$ cat config.mk
export PLATFORM = sky130hd
export DESIGN_NAME = ipc_mailbox
export DESIGN_NICKNAME = d
export VERILOG_FILES = /design/src/rtl/ipc_pkg.sv /design/src/rtl/ipc_fifo.sv /design/src/rtl/ipc_port.sv /design/src/rtl/ipc_mailbox.sv
export SDC_FILE = /design/constraint.sdc
export NUM_CORES = 1
export LEC_CHECK = 0
export BUFFER_PORTS_ARGS = -buffer_cell sky130_fd_sc_hd__buf_2
export CORE_ASPECT_RATIO = 1.75
export CORE_UTILIZATION = 55
export DETAILED_ROUTE_END_ITERATION = 7
export GPL_TIMING_DRIVEN = 1
export MAX_ROUTING_LAYER = met4
export PLACE_DENSITY_LB_ADDON = 0.25
export SLEW_MARGIN = 0
export SYNTH_ARGS = -nofsm -noshare
export SYNTH_HDL_FRONTEND = slang
export SYNTH_SLANG_ARGS = --single-unit
$ cat constraint.sdc
create_clock -name clk -period 5.52 [get_ports clk]
set_input_delay 0 -clock clk [delete_from_list [all_inputs] [get_ports clk]]
set_output_delay 0 -clock clk [all_outputs]
set_load 0.01 [all_outputs]
$ cat src/rtl/ipc_pkg.sv
package ipc_pkg;
    localparam int WORD_W = 32;

    typedef enum logic [1:0] {
        REG_SYNC = 2'd0,
        REG_CTRL = 2'd1,
        REG_SEND = 2'd2,
        REG_RECV = 2'd3
    } reg_sel_e;

    // control bit positions (decoded by software on both sides)
    localparam int CB_TX_EMPTY = 0;
    localparam int CB_TX_FULL  = 1;
    localparam int CB_TXE_IE   = 2;
    localparam int CB_FLUSH    = 3;
    localparam int CB_RX_EMPTY = 8;
    localparam int CB_RX_FULL  = 9;
    localparam int CB_RXNE_IE  = 10;
    localparam int CB_ERR      = 14;
    localparam int CB_QEN      = 15;
    localparam int SB_IE       = 31;

    typedef struct packed {
        logic txe_ie;
        logic rxne_ie;
        logic err;
        logic q_en;
    } ctrl_t;

    typedef struct packed {
        logic empty;
        logic full;
    } qstat_t;

    function automatic logic [WORD_W-1:0] pack_ctrl(ctrl_t c, qstat_t tx, qstat_t rx);
        logic [WORD_W-1:0] v;
        v = '0;
        v[CB_TX_EMPTY] = tx.empty;
        v[CB_TX_FULL]  = tx.full;
        v[CB_TXE_IE]   = c.txe_ie;
        v[CB_RX_EMPTY] = rx.empty;
        v[CB_RX_FULL]  = rx.full;
        v[CB_RXNE_IE]  = c.rxne_ie;
        v[CB_ERR]      = c.err;
        v[CB_QEN]      = c.q_en;
        return v;
    endfunction
endpackage

$ cat src/rtl/ipc_fifo.sv
module ipc_fifo #(
    parameter int DEPTH = 16,
    parameter int WIDTH = 32
) (
    input  logic             clk,
    input  logic             rst,
    input  logic             push,
    input  logic [WIDTH-1:0] push_data,
    input  logic             pop,
    input  logic             flush,
    output logic [WIDTH-1:0] head,
    output logic             empty,
    output logic             full
);
    localparam int PTR_W = $clog2(DEPTH);
    localparam int CNT_W = PTR_W + 1;

    logic [WIDTH-1:0] mem [DEPTH];
    logic [PTR_W-1:0] wr_ptr, rd_ptr;
    logic [CNT_W-1:0] count;
    logic             do_push, do_pop;

    assign empty   = (count == '0);
    assign full    = (count == CNT_W'(DEPTH));
    assign do_push = push && !full;
    assign do_pop  = pop && !empty;
    assign head    = mem[rd_ptr];

    always_ff @(posedge clk) begin
        if (do_push) mem[wr_ptr] <= push_data;
    end

    always_ff @(posedge clk) begin
        if (rst || flush) begin
            wr_ptr <= '0;
            rd_ptr <= '0;
            count  <= '0;
        end else begin
            if (do_push) wr_ptr <= wr_ptr + 1'b1;
            if (do_pop)  rd_ptr <= rd_ptr + 1'b1;
            count <= count + CNT_W'(do_push) - CNT_W'(do_pop);
        end
    end

    assert_count_bound_R3: assert property (@(posedge clk) disable iff (rst)
        count <= CNT_W'(DEPTH));
    assert_drop_when_full_R4: assert property (@(posedge clk) disable iff (rst)
        (push && full && !pop && !flush) |=> full);
    assert_pop_empty_hold_R5: assert property (@(posedge clk) disable iff (rst)
        (pop && empty && !push && !flush) |=> empty);
    assert_flush_empties_R7: assert property (@(posedge clk) disable iff (rst)
        flush |=> empty);
endmodule

$ cat src/rtl/ipc_port.sv
module ipc_port
    import ipc_pkg::*;
#(
    parameter int RING_BIT = 29
) (
    input  logic              clk,
    input  logic              rst,
    input  logic [1:0]        addr,
    input  logic              wr,
    input  logic              rd,
    input  logic [3:0]        be,
    input  logic [WORD_W-1:0] wdata,
    output logic [WORD_W-1:0] rdata,
    output logic              irq,
    input  qstat_t            tx_stat,
    input  qstat_t            rx_stat,
    input  logic [WORD_W-1:0] rx_head,
    input  logic [7:0]        peer_byte,
    input  logic              peer_ring,
    output logic              push,
    output logic              pop,
    output logic              flush,
    output logic [7:0]        my_byte,
    output logic              ring_out
);
    reg_sel_e          sel;
    ctrl_t             ctrl;
    logic              irq_en, db_pulse;
    logic [WORD_W-1:0] last_rd;
    logic              wr_sync, wr_ctrl, wr_send, rd_recv, err_set;
    logic              unused_lanes;

    assign sel     = reg_sel_e'(addr);
    assign wr_sync = wr && (sel == REG_SYNC);
    assign wr_ctrl = wr && (sel == REG_CTRL);
    assign wr_send = wr && (sel == REG_SEND);
    assign rd_recv = rd && (sel == REG_RECV);

    assign push     = wr_send && ctrl.q_en && !tx_stat.full;
    assign pop      = rd_recv && ctrl.q_en && !rx_stat.empty;
    assign flush    = wr_ctrl && wdata[CB_FLUSH];
    assign ring_out = wr_sync && be[3] && wdata[RING_BIT];
    assign err_set  = ctrl.q_en && ((wr_send && tx_stat.full) || (rd_recv && rx_stat.empty));
    assign unused_lanes = be[0] ^ be[2];

    always_ff @(posedge clk) begin
        if (rst) begin
            ctrl     <= '0;
            irq_en   <= 1'b0;
            my_byte  <= '0;
            last_rd  <= '0;
            db_pulse <= 1'b0;
        end else begin
            if (wr_sync && be[1]) my_byte <= wdata[15:8];
            if (wr_sync && be[3]) irq_en  <= wdata[SB_IE];
            if (wr_ctrl) begin
                ctrl.txe_ie  <= wdata[CB_TXE_IE];
                ctrl.rxne_ie <= wdata[CB_RXNE_IE];
                ctrl.q_en    <= wdata[CB_QEN];
            end
            if (err_set)                      ctrl.err <= 1'b1;
            else if (wr_ctrl && wdata[CB_ERR]) ctrl.err <= 1'b0;
            if (pop) last_rd <= rx_head;
            db_pulse <= peer_ring && irq_en;
        end
    end

    always_comb begin
        unique case (sel)
            REG_SYNC: rdata = {irq_en, 15'd0, my_byte, peer_byte};
            REG_CTRL: rdata = pack_ctrl(ctrl, tx_stat, rx_stat);
            REG_SEND: rdata = '0;
            default:  rdata = rx_stat.empty ? last_rd : rx_head;
        endcase
    end

    assign irq = db_pulse || (ctrl.txe_ie && tx_stat.empty) || (ctrl.rxne_ie && !rx_stat.empty);

    assert_err_on_overflow_R4: assert property (@(posedge clk) disable iff (rst)
        (wr_send && ctrl.q_en && tx_stat.full) |=> ctrl.err);
    assert_err_on_underflow_R5: assert property (@(posedge clk) disable iff (rst)
        (rd_recv && ctrl.q_en && rx_stat.empty) |=> ctrl.err);
    assert_doorbell_cause_R9: assert property (@(posedge clk) disable iff (rst)
        db_pulse |-> $past(peer_ring && irq_en));
    assert_disabled_no_move_R6: assert property (@(posedge clk) disable iff (rst)
        !ctrl.q_en |-> (!push && !pop));
endmodule

$ cat src/rtl/ipc_mailbox.sv
module ipc_mailbox
    import ipc_pkg::*;
#(
    parameter int DEPTH = 16
) (
    input  logic        clk,
    input  logic        rst,
    input  logic [1:0]  a_addr,
    input  logic        a_wr,
    input  logic        a_rd,
    input  logic [3:0]  a_be,
    input  logic [31:0] a_wdata,
    output logic [31:0] a_rdata,
    output logic        a_irq,
    input  logic [1:0]  b_addr,
    input  logic        b_wr,
    input  logic        b_rd,
    input  logic [3:0]  b_be,
    input  logic [31:0] b_wdata,
    output logic [31:0] b_rdata,
    output logic        b_irq
);
    localparam int SIDES = 2;

    logic [1:0]        s_addr  [SIDES];
    logic              s_wr    [SIDES];
    logic              s_rd    [SIDES];
    logic [3:0]        s_be    [SIDES];
    logic [WORD_W-1:0] s_wdata [SIDES];
    logic [WORD_W-1:0] s_rdata [SIDES];
    logic              s_irq   [SIDES];
    logic [WORD_W-1:0] q_head  [SIDES];
    qstat_t            q_stat  [SIDES];
    logic              q_push  [SIDES];
    logic              rx_pop  [SIDES];
    logic              q_flush [SIDES];
    logic [7:0]        s_byte  [SIDES];
    logic              s_ring  [SIDES];

    assign s_addr[0] = a_addr;  assign s_addr[1] = b_addr;
    assign s_wr[0]   = a_wr;    assign s_wr[1]   = b_wr;
    assign s_rd[0]   = a_rd;    assign s_rd[1]   = b_rd;
    assign s_be[0]   = a_be;    assign s_be[1]   = b_be;
    assign s_wdata[0] = a_wdata; assign s_wdata[1] = b_wdata;
    assign a_rdata = s_rdata[0]; assign b_rdata = s_rdata[1];
    assign a_irq   = s_irq[0];   assign b_irq   = s_irq[1];

    for (genvar s = 0; s < SIDES; s++) begin : g_side
        localparam int PEER = SIDES - 1 - s;

        // queue s carries words from side s to its peer
        ipc_fifo #(.DEPTH(DEPTH), .WIDTH(WORD_W)) u_queue (
            .clk       (clk),
            .rst       (rst),
            .push      (q_push[s]),
            .push_data (s_wdata[s]),
            .pop       (rx_pop[PEER]),
            .flush     (q_flush[s]),
            .head      (q_head[s]),
            .empty     (q_stat[s].empty),
            .full      (q_stat[s].full)
        );

        ipc_port #(.RING_BIT(s == 0 ? 29 : 30)) u_port (
            .clk       (clk),
            .rst       (rst),
            .addr      (s_addr[s]),
            .wr        (s_wr[s]),
            .rd        (s_rd[s]),
            .be        (s_be[s]),
            .wdata     (s_wdata[s]),
            .rdata     (s_rdata[s]),
            .irq       (s_irq[s]),
            .tx_stat   (q_stat[s]),
            .rx_stat   (q_stat[PEER]),
            .rx_head   (q_head[PEER]),
            .peer_byte (s_byte[PEER]),
            .peer_ring (s_ring[PEER]),
            .push      (q_push[s]),
            .pop       (rx_pop[s]),
            .flush     (q_flush[s]),
            .my_byte   (s_byte[s]),
            .ring_out  (s_ring[s])
        );
    end

    assert_sync_cross_R8: assert property (@(posedge clk) disable iff (rst)
        (b_addr == 2'd0) |-> (b_rdata[7:0] == $past(a_wr && a_addr == 2'd0 && a_be[1]
            ? a_wdata[15:8] : a_rdata[15:8]) || a_addr != 2'd0 || $past(a_addr) != 2'd0));
endmodule

# [After elaboration in Yosys (flattened, before gate mapping)]
# Memory sizes are Yosys's and may differ from the RTL's. A register that Yosys moved wholly into a read port is not among the register bits.
# Index checks and enable logic that the tools add are counted.
[totals] input_bits=82 word_cells=116 mem_bits_rw=1024 reg_bits=118 mem_count=2 out_inout_bits=66
[memory_table] memory="g_side[0].u_queue.mem" words=16 width=32 read_ports=1 rd_clocked_by_memory_dff=1 wr=1 line="ipc_fifo.sv:18" source="logic [WIDTH-1:0] mem [DEPTH];"
[memory_table] memory="g_side[1].u_queue.mem" words=16 width=32 read_ports=1 rd_clocked_by_memory_dff=1 wr=1 line="ipc_fifo.sv:18"
[classes] add_sub_neg=8 mux=16 n_reduce_logical=60 eq_ne=8
[op_table] op="32-bit case mux with 3 select lines" n=2
[op_table] op="32-bit 2-to-1 mux" n=2
[op_table] op="1-bit logical AND" n=42
[op_table] op="4-bit by 1-bit adder with 4-bit output, second input constant" n=4
[op_table] op="4-bit 2-to-1 mux" n=4
[op_table] op="5-bit by 1-bit adder with 5-bit output" n=2
[op_table] op="5-bit == test, second input constant" n=2
[op_table] op="5-bit logical NOT" n=2
[op_table] op="5-bit by 1-bit subtractor with 5-bit output" n=2
[op_table] op="2-bit == test, second input constant" n=4
[op_table] op="1-bit logical OR" n=8
[op_table] op="1-bit 2-to-1 mux" n=8
[op_table] op="2-bit by 1-bit == test with 1-bit output, second input constant" n=2
[op_table] op="1-bit logical NOT" n=4
[op_table] op="2-bit logical NOT" n=2
[op_table] op="2-bit nonzero test" n=2

# [Longest topological paths before layout]
[logic_depth] ltp_word=7 depth_mapped=13 ltp_nobuf=13

# [Hierarchy]
# From an unflattened synthesis, not the netlist that was laid out.
[unflattened] cells_unflattened=2380 hier_area_um2=45352.2
[by_module_without_submodules] mod="ipc_fifo (g_side[1].u_queue)" area_each_um2=20021.7 seq_area_each_um2=15715.1 instances=1 cells_each=895
[by_module_without_submodules] mod="ipc_fifo (g_side[0].u_queue)" area_each_um2=20020.5 seq_area_each_um2=15715.1 instances=1 cells_each=895
[by_module_without_submodules] mod="ipc_port" area_each_um2=2655.0 seq_area_each_um2=920.9 instances=2 cells_each=295

# [Least setup slack after synthesis]
# Ideal clock, no wire load.
[synth_timing] path_kind="reg-to-reg" start="register g_side[1].u_queue.count[2]" end="memory g_side[1].u_queue.mem[3][0], enable pin" period_less_slack_ns=4.696 arrival_ns=4.194 setup_time_ns=0.501 path_slack_ns=0.824 required_ns=5.019 path_buffers=1 path_stages_with_launch=7 path_cell_list="dfxtp_1 inv_1 ha_1 and4bb_2 nand2b_1 clkbuf_1 nor4_1"
[synth_between] elab_chain_len=6
[synth_rtl] element="start: declaration" line="ipc_fifo.sv:20" source="logic [CNT_W-1:0] count;"
[synth_rtl] element="start signal: assignment" line="ipc_fifo.sv:41" source="count <= count + CNT_W'(do_push) - CNT_W'(do_pop);"
[synth_rtl] element="5-bit == test (*)" line="ipc_fifo.sv:24" source="assign full = (count == CNT_W'(DEPTH));"
[synth_rtl] element="1-bit logical NOT (*)" line="ipc_fifo.sv:25, ipc_port.sv:39"
[synth_rtl] element="1-bit logical AND" line="ipc_port.sv:39" source="assign push = wr_send && ctrl.q_en && !tx_stat.full;"
[synth_rtl] element="1-bit logical AND (*)" line="ipc_fifo.sv:25" source="assign do_push = push && !full;"
[synth_rtl] element="1-bit 2-to-1 mux (*)" line="ipc_fifo.sv:30" source="if (do_push) mem[wr_ptr] <= push_data;"
[synth_rtl] element="1-bit 2-to-1 mux (implied by the code) (*)" line="ipc_fifo.sv:30"
[synth_rtl] element="end: declaration" line="ipc_fifo.sv:18"
# Mark *: on every way between the ends. The rest lies on a longest branch, timed or not.

==> results.sh <==
export IMPL_cts_buffers_inserted=100
export IMPL_final_layout_size_suffix_gt1_share_pct=25.62
export IMPL_overflow=0
export IMPL_ys_seq_elements=1150
export IMPL_gp_congestion=0.8213
export IMPL_maxSlewViolCount=0
export IMPL_fin_setup_tns_ps=0
export IMPL_routedWlPerCell_microns=28.90
export IMPL_worst_pin_slew_ps=1215
export IMPL_hold_end="g_side[1].u_queue.wr_ptr[2]$_SDFFE_PP0P_"
export IMPL_die_area_sq_mm=0.08156
export IMPL_ant_nets=0
export IMPL_vias=22850
export IMPL_cp_arrival_ps=3530
export IMPL_start_util_pct=55.46
export IMPL_finalCriticalPeriod_ps=3535
export IMPL_synth_cell_types=44
export IMPL_finalNetCount=2587
export IMPL_cp_slowest_cell="dfxtp_4"
export IMPL_critical_path_class="reg -> out"
export IMPL_final_common_cell="edfxtp_1"
export IMPL_cp_buffers_inverters=2
export IMPL_cts_tree="yes"
export IMPL_finalCritPeriodShare_pct=64.03
export IMPL_syn_area_sq_mm=0.04421
export IMPL_reg2reg_depth=8
export IMPL_area_delta_synth_final_pct=14.40
export IMPL_first_iter_violations=2235
export IMPL_cellPowerDensity_mw_per_mm2=330.7
export IMPL_fin_worst_skew_ps=24.50
export IMPL_worstSetupEndpointType="output port"
export IMPL_ys_warn_count=0
export IMPL_vias_per_cell=6.316
export IMPL_cts_clk_slew_worst_paths_ps=60
export IMPL_final_util_pct=63.44
export IMPL_seq_area_frac_synth_pct=75.27
export IMPL_r2r_end="g_side[1].u_queue.mem[15][5]$_DFFE_PP_"
export IMPL_syn_area_per_cell_sq_um=19.88
export IMPL_grt_pass1_vias=24020
export IMPL_p_leak_nw=16.45
export IMPL_synth_edf_count=1024
export IMPL_place_hpwl_microns=61140
export IMPL_fp_dieW_microns=216.3
export IMPL_min_path_type="in -> reg"
export IMPL_cp_max_fo=51
export IMPL_clock_path_buffers=3
export IMPL_portBuffers=143
export IMPL_path_cells="buf_12 > mux4_2 > a22oi_1 > nand2_1 > a21o_1 > buf_2"
export IMPL_core_sq_mm=0.07971
export IMPL_cts_resized_gates=0
export IMPL_crit_path_start_kind="flop"
export IMPL_hold_depth=5
export IMPL_relSlewSlack_pct=18.99
export IMPL_cpPeakStageDelay_ps=910
export IMPL_async_flop_share_pct=0
export IMPL_crit_family="flip-flops"
export IMPL_rows=137
export IMPL_cts_root_buf="clkbuf_16"
export IMPL_postCtsSetupBuffers=0
export IMPL_post_route_drc_count=0
export IMPL_grt_antenna_before_repair=11
export IMPL_irDropWorstVdd_v=0.0003342
export IMPL_hp_start="b_addr[1]"
export IMPL_dr_pass1_iters=5
export IMPL_finalSetupViolations=0
export IMPL_grt_max_degree=73
export IMPL_track_usage_pct=26.96
export IMPL_rrSetupSlack_ps=2140
export IMPL_clock_sinks=1150
export IMPL_routed_wl_microns=104500
export IMPL_die_h_microns=377.0
export IMPL_dominantRegCellSynth="edfxtp_1"
export IMPL_pin_count=148
export IMPL_fmax_mhz=282.9
export IMPL_rsz0062_at_grt="no"
export IMPL_synth_net_count=2330
export IMPL_clock_latency_ps=680
export IMPL_h_tree_depth=3
export IMPL_grt_pass1_wl_microns=153500
export IMPL_cp_required_ps=5520
export IMPL_status="finished, final reports clean"
export IMPL_syn_inst=2224
export IMPL_maxCapViolCount=0
export IMPL_finalHoldViolations=0
export IMPL_r2r_start="g_side[1].u_queue.count[2]$_SDFF_PP0_"
export IMPL_final_cell_mix="edfxtp_1, mux4_2, buf_2, a22oi_1, dfxtp_1"
-- power breakdown --
part | switching (W) | internal, W | total, W
Clock | 0.00308 | 0.00390 | 0.00698
Combinational | 0.000194 | 0.0000833 | 0.000278
Sequential | 0.00000622 | 0.00946 | 0.00947
-- metrics by stage --
step	instance area, sq um	setup slack (ps)	cells	hold slack, ps	total power, W
after global placement	46360	2299	3327	298.5	0.009865
after global routing	50570	1705	3616	75.07	0.01710
after CTS	50540	1842	3606	26.33	0.01679
after detailed placement	46360	2142	3327	299.7	0.009879
final	50570	1985	3617	79.53	0.01672
after floorplan	44210	824.3	2224	98.87	0.009723
-- worst max-delay path by stage --
| stage | to | from | slack (ps) | cells past startpoint |
|---|---|---|---|---|
| floorplan | g_side[1].u_queue.mem[3][0]$_DFFE_PP_ | g_side[1].u_queue.count[2]$_SDFF_PP0_ | 820 | 6 |
| global placement | g_side[1].u_queue.mem[14][26]$_DFFE_PP_ | g_side[1].u_queue.count[3]$_SDFF_PP0_ | 2300 | 8 |
| detailed placement | g_side[1].u_queue.mem[15][24]$_DFFE_PP_ | g_side[1].u_queue.count[3]$_SDFF_PP0_ | 2140 | 8 |
| CTS | a_rdata[2] | flop | 1840 | 6 |
| global route | a_rdata[0] | flop | 1710 | 6 |
| finish | a_rdata[0] | flop | 1990 | 6 |
-- logic make-up (layout without fill, tap and decap cells) --
| kind of cell | Yosys count | count (layout) | share of synthesized area, % |
|---|---|---|---|
| mux | 280 | 280 | 13.59 |
| xor+xnor | 18 | 18 | 0.3566 |
| other cells | 0 | 11 | 0 |
| flops | 1150 | 1150 | 75.27 |
| fa+ha+maj | 24 | 24 | 0.7132 |
| compound gates | 330 | 330 | 5.717 |
| simple gates | 259 | 259 | 2.777 |
| buf+inv | 163 | 503 | 1.585 |
-- layer usage --
metal,wire length (microns),GRT usage (%),part of all wire (%),up-vias
met4,3661,10.63,3.5,0
met2,55690,46.60,53,951
met5,0,-,0,-
met3,8207,5.264,7.9,203
met1,36960,30.86,35,12000
li1,-,-,-,9694
-- registers in the layout, summed over array words and instances, names as in the netlist, named ones only --
signal                  count
g_side.u_port.ctrl          8
g_side.u_port.db_pulse      2
g_side.u_port.irq_en        2
g_side.u_port.last_rd      64
g_side.u_port.my_byte      16
g_side.u_queue.count       10
g_side.u_queue.mem       1024
g_side.u_queue.rd_ptr       8
g_side.u_queue.wr_ptr       8
-- synthesized netlist by cell type, types with 3 or more instances --
cell / count / area [sq um]
nor3b_1: 5 / 37.54
buf_2: 32 / 160.2
o21ai_0: 21 / 105.1
dfxtp_1: 126 / 2522
and2_1: 11 / 68.82
nor4_1: 4 / 25.02
inv_1: 26 / 97.59
nand4_1: 9 / 56.30
nor2b_1: 4 / 25.02
nor2_1: 61 / 229.0
nor3_1: 14 / 70.07
a32o_1: 18 / 180.2
mux2i_1: 24 / 240.2
nand2b_1: 4 / 25.02
edfxtp_1: 1024 / 30750
buf_1: 13 / 48.80
a22o_1: 94 / 823.3
xor2_1: 3 / 26.28
buf_4: 13 / 97.59
a22oi_1: 129 / 968.4
a21o_1: 38 / 285.3
nand2_1: 110 / 412.9
nand4b_1: 3 / 26.28
mux4_2: 256 / 5766
nand3_1: 19 / 95.09
clkbuf_1: 79 / 296.5
a21oi_1: 26 / 130.1
ha_1: 22 / 275.3
xnor2_1: 15 / 131.4
-- final cells by class --
class | count | area, sq um
well taps | 1042 | 1304
fillers | 5375 | 29140
repair buffers | 292 | 2132
clock inverters | 66 | 588.1
clock buffers | 119 | 2658
inverters | 26 | 97.59
diodes | 11 | 27.53
multi-input cells | 911 | 10480
flip-flops and latches | 1150 | 33290
-- what timing repair did --
| action | 4_1_cts | 5_1_grt |
|---|---|---|
| hold buffers | 94 | 0 |
| endpoints found under the setup margin | 0 | 0 |
| endpoints found under the hold margin | 1067 | 0 |
-- worst min-delay path: stages --
cell and delay (ps):
buf_2 220, nand4b_1 240, nor3_1 80, xnor2_1 130, nor2_1 40
(Power assumes the default switching activity.)
